--- src/rtl/irrx_gate_pkg.sv ---
package irrx_gate_pkg;

  // Output source chosen for the next rxd value, in priority order.
  typedef enum logic [1:0] {
    SEL_OFF   = 2'd0,  // receiver disabled
    SEL_BLANK = 2'd1,  // transmit blanking or holdoff
    SEL_WAIT  = 2'd2,  // waiting for first valid signal
    SEL_DATA  = 2'd3   // pass detected data
  } rx_sel_e;

  localparam logic RX_IDLE = 1'b1;

  // Number of timebase ticks covering a delay, rounded up.
  function automatic int ticks_for(longint unsigned delay_ns, longint unsigned clk_hz);
    longint unsigned prod;
    prod = delay_ns * clk_hz;
    return int'((prod + 64'd999_999_999) / 64'd1_000_000_000);
  endfunction

endpackage

--- src/rtl/irrx_holdoff.sv ---
module irrx_holdoff #(
  parameter int HOLD_TICKS = 59
) (
  input  logic clk,
  input  logic rst,
  input  logic tick,
  input  logic led_on,
  output logic busy
);
  localparam int CW = $clog2(HOLD_TICKS + 1);
  localparam logic [CW-1:0] LOAD = CW'(HOLD_TICKS);

  logic [CW-1:0] cnt_q;

  always_ff @(posedge clk) begin
    if (rst) begin
      cnt_q <= '0;
    end else if (led_on) begin
      cnt_q <= LOAD;
    end else if (tick && (cnt_q != '0)) begin
      cnt_q <= cnt_q - CW'(1);
    end
  end

  assign busy = led_on | (cnt_q != '0);

  // lit LEDs always leave the full holdoff pending
  a_r5_reload: assert property (@(posedge clk) disable iff (rst)
    led_on |=> (cnt_q == LOAD));
  // one tick removes exactly one step
  a_r4_step: assert property (@(posedge clk) disable iff (rst)
    (!led_on && tick && (cnt_q != '0)) |=> (cnt_q == $past(cnt_q) - CW'(1)));
  // no tick, no progress
  a_r4_freeze: assert property (@(posedge clk) disable iff (rst)
    (!led_on && !tick) |=> $stable(cnt_q));
endmodule

--- src/rtl/irrx_hesitate.sv ---
module irrx_hesitate (
  input  logic clk,
  input  logic rst,
  input  logic rx_en,
  input  logic sig_valid,
  output logic go
);
  logic seen_q;

  always_ff @(posedge clk) begin
    if (rst || !rx_en) begin
      seen_q <= 1'b0;
    end else if (sig_valid) begin
      seen_q <= 1'b1;
    end
  end

  // The strobe cycle itself already counts as seen.
  assign go = seen_q | sig_valid;

  // latch stays set while the receiver stays enabled
  a_r8_sticky: assert property (@(posedge clk) disable iff (rst)
    (seen_q && rx_en) |=> seen_q);
  // disabling re-arms the wait
  a_r2_rearm: assert property (@(posedge clk) disable iff (rst)
    !rx_en |=> !seen_q);
endmodule

--- src/rtl/irrx_outsel.sv ---
module irrx_outsel
  import irrx_gate_pkg::*;
(
  input  logic clk,
  input  logic rst,
  input  logic rx_en,
  input  logic blank_en,
  input  logic busy,
  input  logic tv_mode,
  input  logic hes_free,
  input  logic go,
  input  logic rx_raw,
  output logic rxd
);
  rx_sel_e sel;
  logic    rxd_q;

  always_comb begin
    if (!rx_en)                          sel = SEL_OFF;
    else if (blank_en && busy)           sel = SEL_BLANK;
    else if (tv_mode && !hes_free && !go) sel = SEL_WAIT;
    else                                 sel = SEL_DATA;
  end

  always_ff @(posedge clk) begin
    if (rst) begin
      rxd_q <= RX_IDLE;
    end else begin
      rxd_q <= (sel == SEL_DATA) ? rx_raw : RX_IDLE;
    end
  end

  assign rxd = rxd_q;
endmodule

--- src/rtl/irrx_gate.sv ---
module irrx_gate
  import irrx_gate_pkg::*;
#(
  parameter longint unsigned CLK_HZ  = 64'd7_372_800,
  parameter longint unsigned HOLD_NS = 64'd8000
) (
  input  logic clk,
  input  logic rst,
  input  logic tick,
  input  logic led_on,
  input  logic rx_raw,
  input  logic sig_valid,
  input  logic rx_en,
  input  logic blank_en,
  input  logic tv_mode,
  input  logic hes_free,
  output logic rxd
);
  localparam int HOLD_TICKS = ticks_for(HOLD_NS, CLK_HZ);

  logic busy;
  logic go;

  irrx_holdoff #(.HOLD_TICKS(HOLD_TICKS)) u_holdoff (
    .clk    (clk),
    .rst    (rst),
    .tick   (tick),
    .led_on (led_on),
    .busy   (busy)
  );

  irrx_hesitate u_hesitate (
    .clk       (clk),
    .rst       (rst),
    .rx_en     (rx_en),
    .sig_valid (sig_valid),
    .go        (go)
  );

  irrx_outsel u_outsel (
    .clk      (clk),
    .rst      (rst),
    .rx_en    (rx_en),
    .blank_en (blank_en),
    .busy     (busy),
    .tv_mode  (tv_mode),
    .hes_free (hes_free),
    .go       (go),
    .rx_raw   (rx_raw),
    .rxd      (rxd)
  );

  initial begin
    a_r4_len: assert (HOLD_TICKS >= 1);
  end

  // disabled receiver idles high
  a_r2_off: assert property (@(posedge clk) disable iff (rst)
    !rx_en |=> rxd);
  // lit LEDs with blanking give idle
  a_r3_blank: assert property (@(posedge clk) disable iff (rst)
    (blank_en && led_on) |=> rxd);
  // waiting receiver idles high
  a_r7_wait: assert property (@(posedge clk) disable iff (rst)
    (rx_en && tv_mode && !hes_free && !go) |=> rxd);
  // without blanking and without waiting, data passes one cycle later
  a_r6_pass: assert property (@(posedge clk) disable iff (rst)
    (rx_en && !blank_en && (!tv_mode || hes_free)) |=> (rxd == $past(rx_raw)));
endmodule

--- config.mk ---
export PLATFORM = sky130hd
export DESIGN_NAME = irrx_gate
export DESIGN_NICKNAME = d
export VERILOG_FILES = /design/src/rtl/irrx_gate_pkg.sv /design/src/rtl/irrx_holdoff.sv /design/src/rtl/irrx_hesitate.sv /design/src/rtl/irrx_outsel.sv /design/src/rtl/irrx_gate.sv
export SDC_FILE = /design/constraint.sdc
export NUM_CORES = 1
export LEC_CHECK = 0
export BUFFER_PORTS_ARGS = -buffer_cell sky130_fd_sc_hd__clkbuf_2
export CAP_MARGIN = 40
export CORE_AREA = 2 2 39 41
export DETAILED_ROUTE_END_ITERATION = 8
export DIE_AREA = 0 0 41 43
export GPL_ROUTABILITY_DRIVEN = 0
export GPL_TIMING_DRIVEN = 0
export PLACE_DENSITY = 0.54
export SLEW_MARGIN = 20
export SYNTH_ARGS = -nofsm -noshare
export SYNTH_HDL_FRONTEND = slang
export SYNTH_SLANG_ARGS = --single-unit
--- constraint.sdc ---
create_clock -name clk -period 1.8 [get_ports clk]
set_input_delay 0.09 -clock clk [delete_from_list [all_inputs] [get_ports clk]]
set_output_delay 0.09 -clock clk [all_outputs]
set_load 0.02 [all_outputs]
Yosys cells after proc, flatten, opt, wreduce, memory -nomap -nowiden. Cells that the tools add are included.

Reductions and logical operators: 12. Equality and inequality tests: 1. Add/subtract/negate cells: 1. Bitwise logic cells: 3. Multiplexer cells: 5.

Operators with widths (number): $mux W6 (2); $reduce_bool A6 Y1 (1); $sub A6 B1 Y6 const B (1); $logic_and A1 B1 Y1 (4); $mux W2 (2); $reduce_or A2 Y1 (2); $logic_not A1 Y1 (3); $eq A2 B2 Y1 const B (1); $or A1 B1 Y1 (2); $reduce_bool A2 Y1 (1); $logic_or A1 B1 Y1 (1); $mux W1 (1); $not A1 Y1 (1).

Bits of input ports: 10. Flip-flop bits (word level): 8. Word-level logic and storage cells: 26. Output and inout port bits: 1.

Logic depth before layout (Yosys ltp).
Depth in word-level cells: 9. Depth in mapped cells: 5. Mapped depth without buffers: 5.

Cells and area by module. From an unflattened synthesis, not the netlist that was laid out.

Cell total of the unflattened synthesis: 46. Area, all modules: 414.1 sq um.

By module, submodules not included: irrx_holdoff (times used 1, sequential area each 120.1 sq um, cells an instance 39, area an instance 337.8 sq um); irrx_outsel (times used 1, sequential area each 20.0 sq um, cells an instance 4, area an instance 41.3 sq um); irrx_hesitate (times used 1, sequential area each 20.0 sq um, cells an instance 3, area an instance 35.0 sq um).

Worst setup path after synthesis. No wires, ideal clock.

Path type: register -> register. From: reg u_holdoff.cnt_q[0]. To: reg u_holdoff.cnt_q[4]. Arrival time: 1.408 ns. Slack: 0.318 ns. Stages on the path, launching flop included: 6. Path buffers: 0. Library setup time: 0.074 ns. Period minus slack after synthesis: 1.482 ns. Required time: 1.726 ns. Cell sequence: dfxtp_1 inv_1 ha_1 nor2b_1 or4_1 a31oi_1.

Longest elaborated chain between the ends: 3. Elaborated cells on any way between the ends: 6. Those cells by class: add/sub (1); mux (2); reduce/logical (3).

RTL lines: from (decl) (line irrx_holdoff.sv:13) `logic [CW-1:0] cnt_q;`; from (signal assigned) (line irrx_holdoff.sv:21) `cnt_q <= cnt_q - CW'(1);`; $sub A6 B1 Y6 or $reduce_bool A6 Y1 (tied branches) (line irrx_holdoff.sv:21, irrx_holdoff.sv:20); $mux W6 or $logic_and A1 B1 Y1 (tied branches) (line irrx_holdoff.sv:20) `end else if (tick && (cnt_q != '0)) begin`; $mux W6 or $reduce_bool A2 Y1 (tied branches).

Several ways; a longest one is shown, not always the timed one. The select of a mux whose other input is x is not followed. A chain may end at the register's enable or synchronous reset.

Worst setup path after layout. Ends and elaborated chain as after synthesis.

==> results.py <==
metrics = {
    "outcome": {
        "status": "complete, no violations",
    },
    "worst_setup_path": {
        "cp_max_fo": 6,
        "worstRegToRegCells": 5,
        "crit_type": "register to register",
        "worstPathArrival_ns": 1.80,
        "worst_setup_path_start_kind": "register",
        "rrSetupSlack_ns": 0.18,
        "rr_endpoint": "u_holdoff.cnt_q[4]",
        "timing.rr.start": "u_holdoff.cnt_q[0]",
        "end_kind": "register",
        "cp.required_ns": 1.98,
    },
    "detailed_routing": {
        "vias": 416,
        "drt_iter0_drc": 11,
        "drcViolationCount": 0,
        "vias_per_cell": 5.40,
        "wl_um": 929,
        "firstDrtPassIters": 3,
        "drtAntennaViolNets": 0,
        "post_drt_wl_per_cell_um": 12.1,
    },
    "timing": {
        "tns_ns": 0,
        "setup_viol": 0,
        "rsz0062_at_grt": "no",
        "period_needed_ns": 1.62,
        "fin_ws_ns": 0.176,
        "post-route-period-util_pct": 90.2,
        "slew_violations": 0,
        "maxSlewHeadroom_pct": 71.4,
        "fmax_ghz": 0.616,
        "worst_pin_slew_ns": 0.425,
        "hold_viol": 0,
        "skew_ns": 0.00365,
    },
    "die": {
        "pin_count": 11,
        "initial_core_util_pct": 31.1,
        "dieWidth_um": 41,
        "die_y_um": 43,
        "die-area_um2": 1760,
        "placementRows": 14,
        "core-area_um2": 1380,
    },
    "power_and_ir_drop": {
        "ir_drop_mv": 0.379,
        "swShare_pct": 28.1,
        "p_clk_share_pct": 32.2,
        "powerDensity_nw_per_um2": 819,
        "power_frac_comb_pct": 19.7,
        "p_int_uw": 305,
        "p_sw_uw": 119,
        "pwr-share-seq_pct": 48.0,
        "leakagePower_nw": 0.207,
    },
    "clock_network": {
        "htree_levels": 1,
        "postCtsSetupRepairBufs": 0,
        "cts.sinks": 8,
        "clkTransAtPathRegs_ns": 0.05,
        "cts_hold_buf": 0,
        "cts_resized": 0,
        "cts-root-buf": "clkbuf_4",
        "insertion_delay_ns": 0.25,
        "cts_tree": "done",
        "cts_made_buffers": 3,
        "cts_buffer_depth": 2,
    },
    "logic_synthesis": {
        "synth_cell_type_count": 26,
        "synth_cells": 49,
        "synth.area.top_cells": "dfxtp_1, ha_1, a31oi_1",
        "synth_enable_flop_cells": 0,
        "synth_area_leader_cell": "dfxtp_1",
        "synth_flop_cell": "dfxtp_1",
        "netlist_top_cells_count": "dfxtp_1, inv_1, nand2_1, a31oi_1, nor2_1",
        "ys_warn_count": 0,
        "avgSynthCellArea_um2": 8.78,
        "synth_area_um2": 430,
        "ys_seq_area_share_pct": 37.2,
        "synthesis.nets": 61,
        "ys_async_sr_fraction_pct": 0,
        "ys_seq_elements": 8,
        "synth_most_common_cell": "dfxtp_1",
        "yosysTopAreaCellShare_pct": 37.2,
    },
    "grt": {
        "grt_pass1_vias": 375,
        "grt_pass1_wl_um": 1550,
        "grt_antenna_before_repair": 0,
        "overflow": 0,
        "grt_use_total_pct": 13.2,
        "grt_max_degree": 9,
    },
    "final_layout": {
        "antenna-diode-count": 0,
        "drive_above_1_share_pct": 23.0,
        "final_util_pct": 37.4,
        "syn_to_final_growth_pct": 20.3,
        "final_nets": 75,
        "fillers": 149,
    },
    "worst_hold_path": {
        "hold_class": "input pin to register",
        "whs_path_depth": 3,
        "min_from": "rx_raw",
        "min_to": "u_outsel.rxd",
    },
    "placed_design": {
        "io_buffer_count": 9,
        "place_ws_ns": 0.181,
    },
    "run": {
        "cap_violations": 0,
    },
}
cell families (layout without fill, tap and decap cells):
logic type	after synthesis	count (layout)	synth area share (%)
flops	8	8	37.2
buf+inv	5	17	4.36
simple gates	21	21	29.7
fa+ha+maj	2	2	5.81
compound gates	13	13	23.0
stage by stage:
stage	area [um^2]	power, mW	hold slack, ns	instances
finish	518	0.424	0.0326	77
global route	518	0.451	0.0590	77
detailed placement	495	0.290	0.293	74
global placement	495	0.290	0.289	74
CTS	518	0.428	0.0332	77
floorplan	430	0.262	0.168	49
how the worst max path moves through the flow:
stage                       startpoint            endpoint  slack, ns  cells past startpoint
finish              u_holdoff.cnt_q[0]  u_holdoff.cnt_q[4]       0.18                      5
global route        u_holdoff.cnt_q[0]  u_holdoff.cnt_q[4]       0.06                      5
CTS                 u_holdoff.cnt_q[0]  u_holdoff.cnt_q[4]       0.18                      5
detailed placement  u_holdoff.cnt_q[0]  u_holdoff.cnt_q[4]       0.18                      5
global placement    u_holdoff.cnt_q[0]  u_holdoff.cnt_q[4]       0.21                      5
floorplan           u_holdoff.cnt_q[0]  u_holdoff.cnt_q[4]       0.32                      5
critical path, stage by stage (launching register included):
cell	delay, ns
dfxtp_1	0.41
inv_1	0.10
ha_1	0.23
nor2b_1	0.17
or4_1	0.47
a31oi_1	0.16
power groups by stage:
stage,registers [mW],clock network [mW],logic [mW]
2_1_floorplan,0.205,0,0.0577
3_3_place_gp,0.207,0,0.0831
3_5_place_dp,0.207,0,0.0832
4_1_cts,0.203,0.141,0.0832
5_1_grt,0.206,0.149,0.0960
6_report,0.204,0.137,0.0836
area by class of cell:
class	count	area [um^2]	share of cell area, %
multi-input combinational	36	251	48.6
sequential	8	160	30.9
timing repair buffer	9	45.0	8.70
clock buffer	3	22.5	4.35
tap	16	20.0	3.86
inverter	4	15.0	2.90
buffer	1	3.75	0.725
per-layer routing:
layer / up-vias / part of all wire, % / global-route usage (%)
met2: 10 / 41 / 16.6
met4: 0 / 1.2 / 4.00
met3: 2 / 8.1 / 8.38
li1: 214 / - / -
met5: - / 0 / 0
met1: 190 / 50 / 18.1
state kept, by name (all words and copies together), names as in the netlist:
register and flops:
u_outsel.rxd 1, u_hesitate.seen_q 1, u_holdoff.cnt_q 6
cells in the final DEF, fill, tap and decap left out, types with 2 or more instances in the layout:
cell type	netlist	final
ha_1	2	2
o21ai_0	2	2
clkbuf_2	0	9
inv_1	4	4
nand2_1	4	4
a31oi_1	3	3
a211o_1	2	2
nor3_1	2	2
nor4_1	2	2
clkbuf_4	0	3
dfxtp_1	8	8
nor2_1	3	3
nor4b_1	2	2
Note: power is estimated with default switching activity, not from simulation.
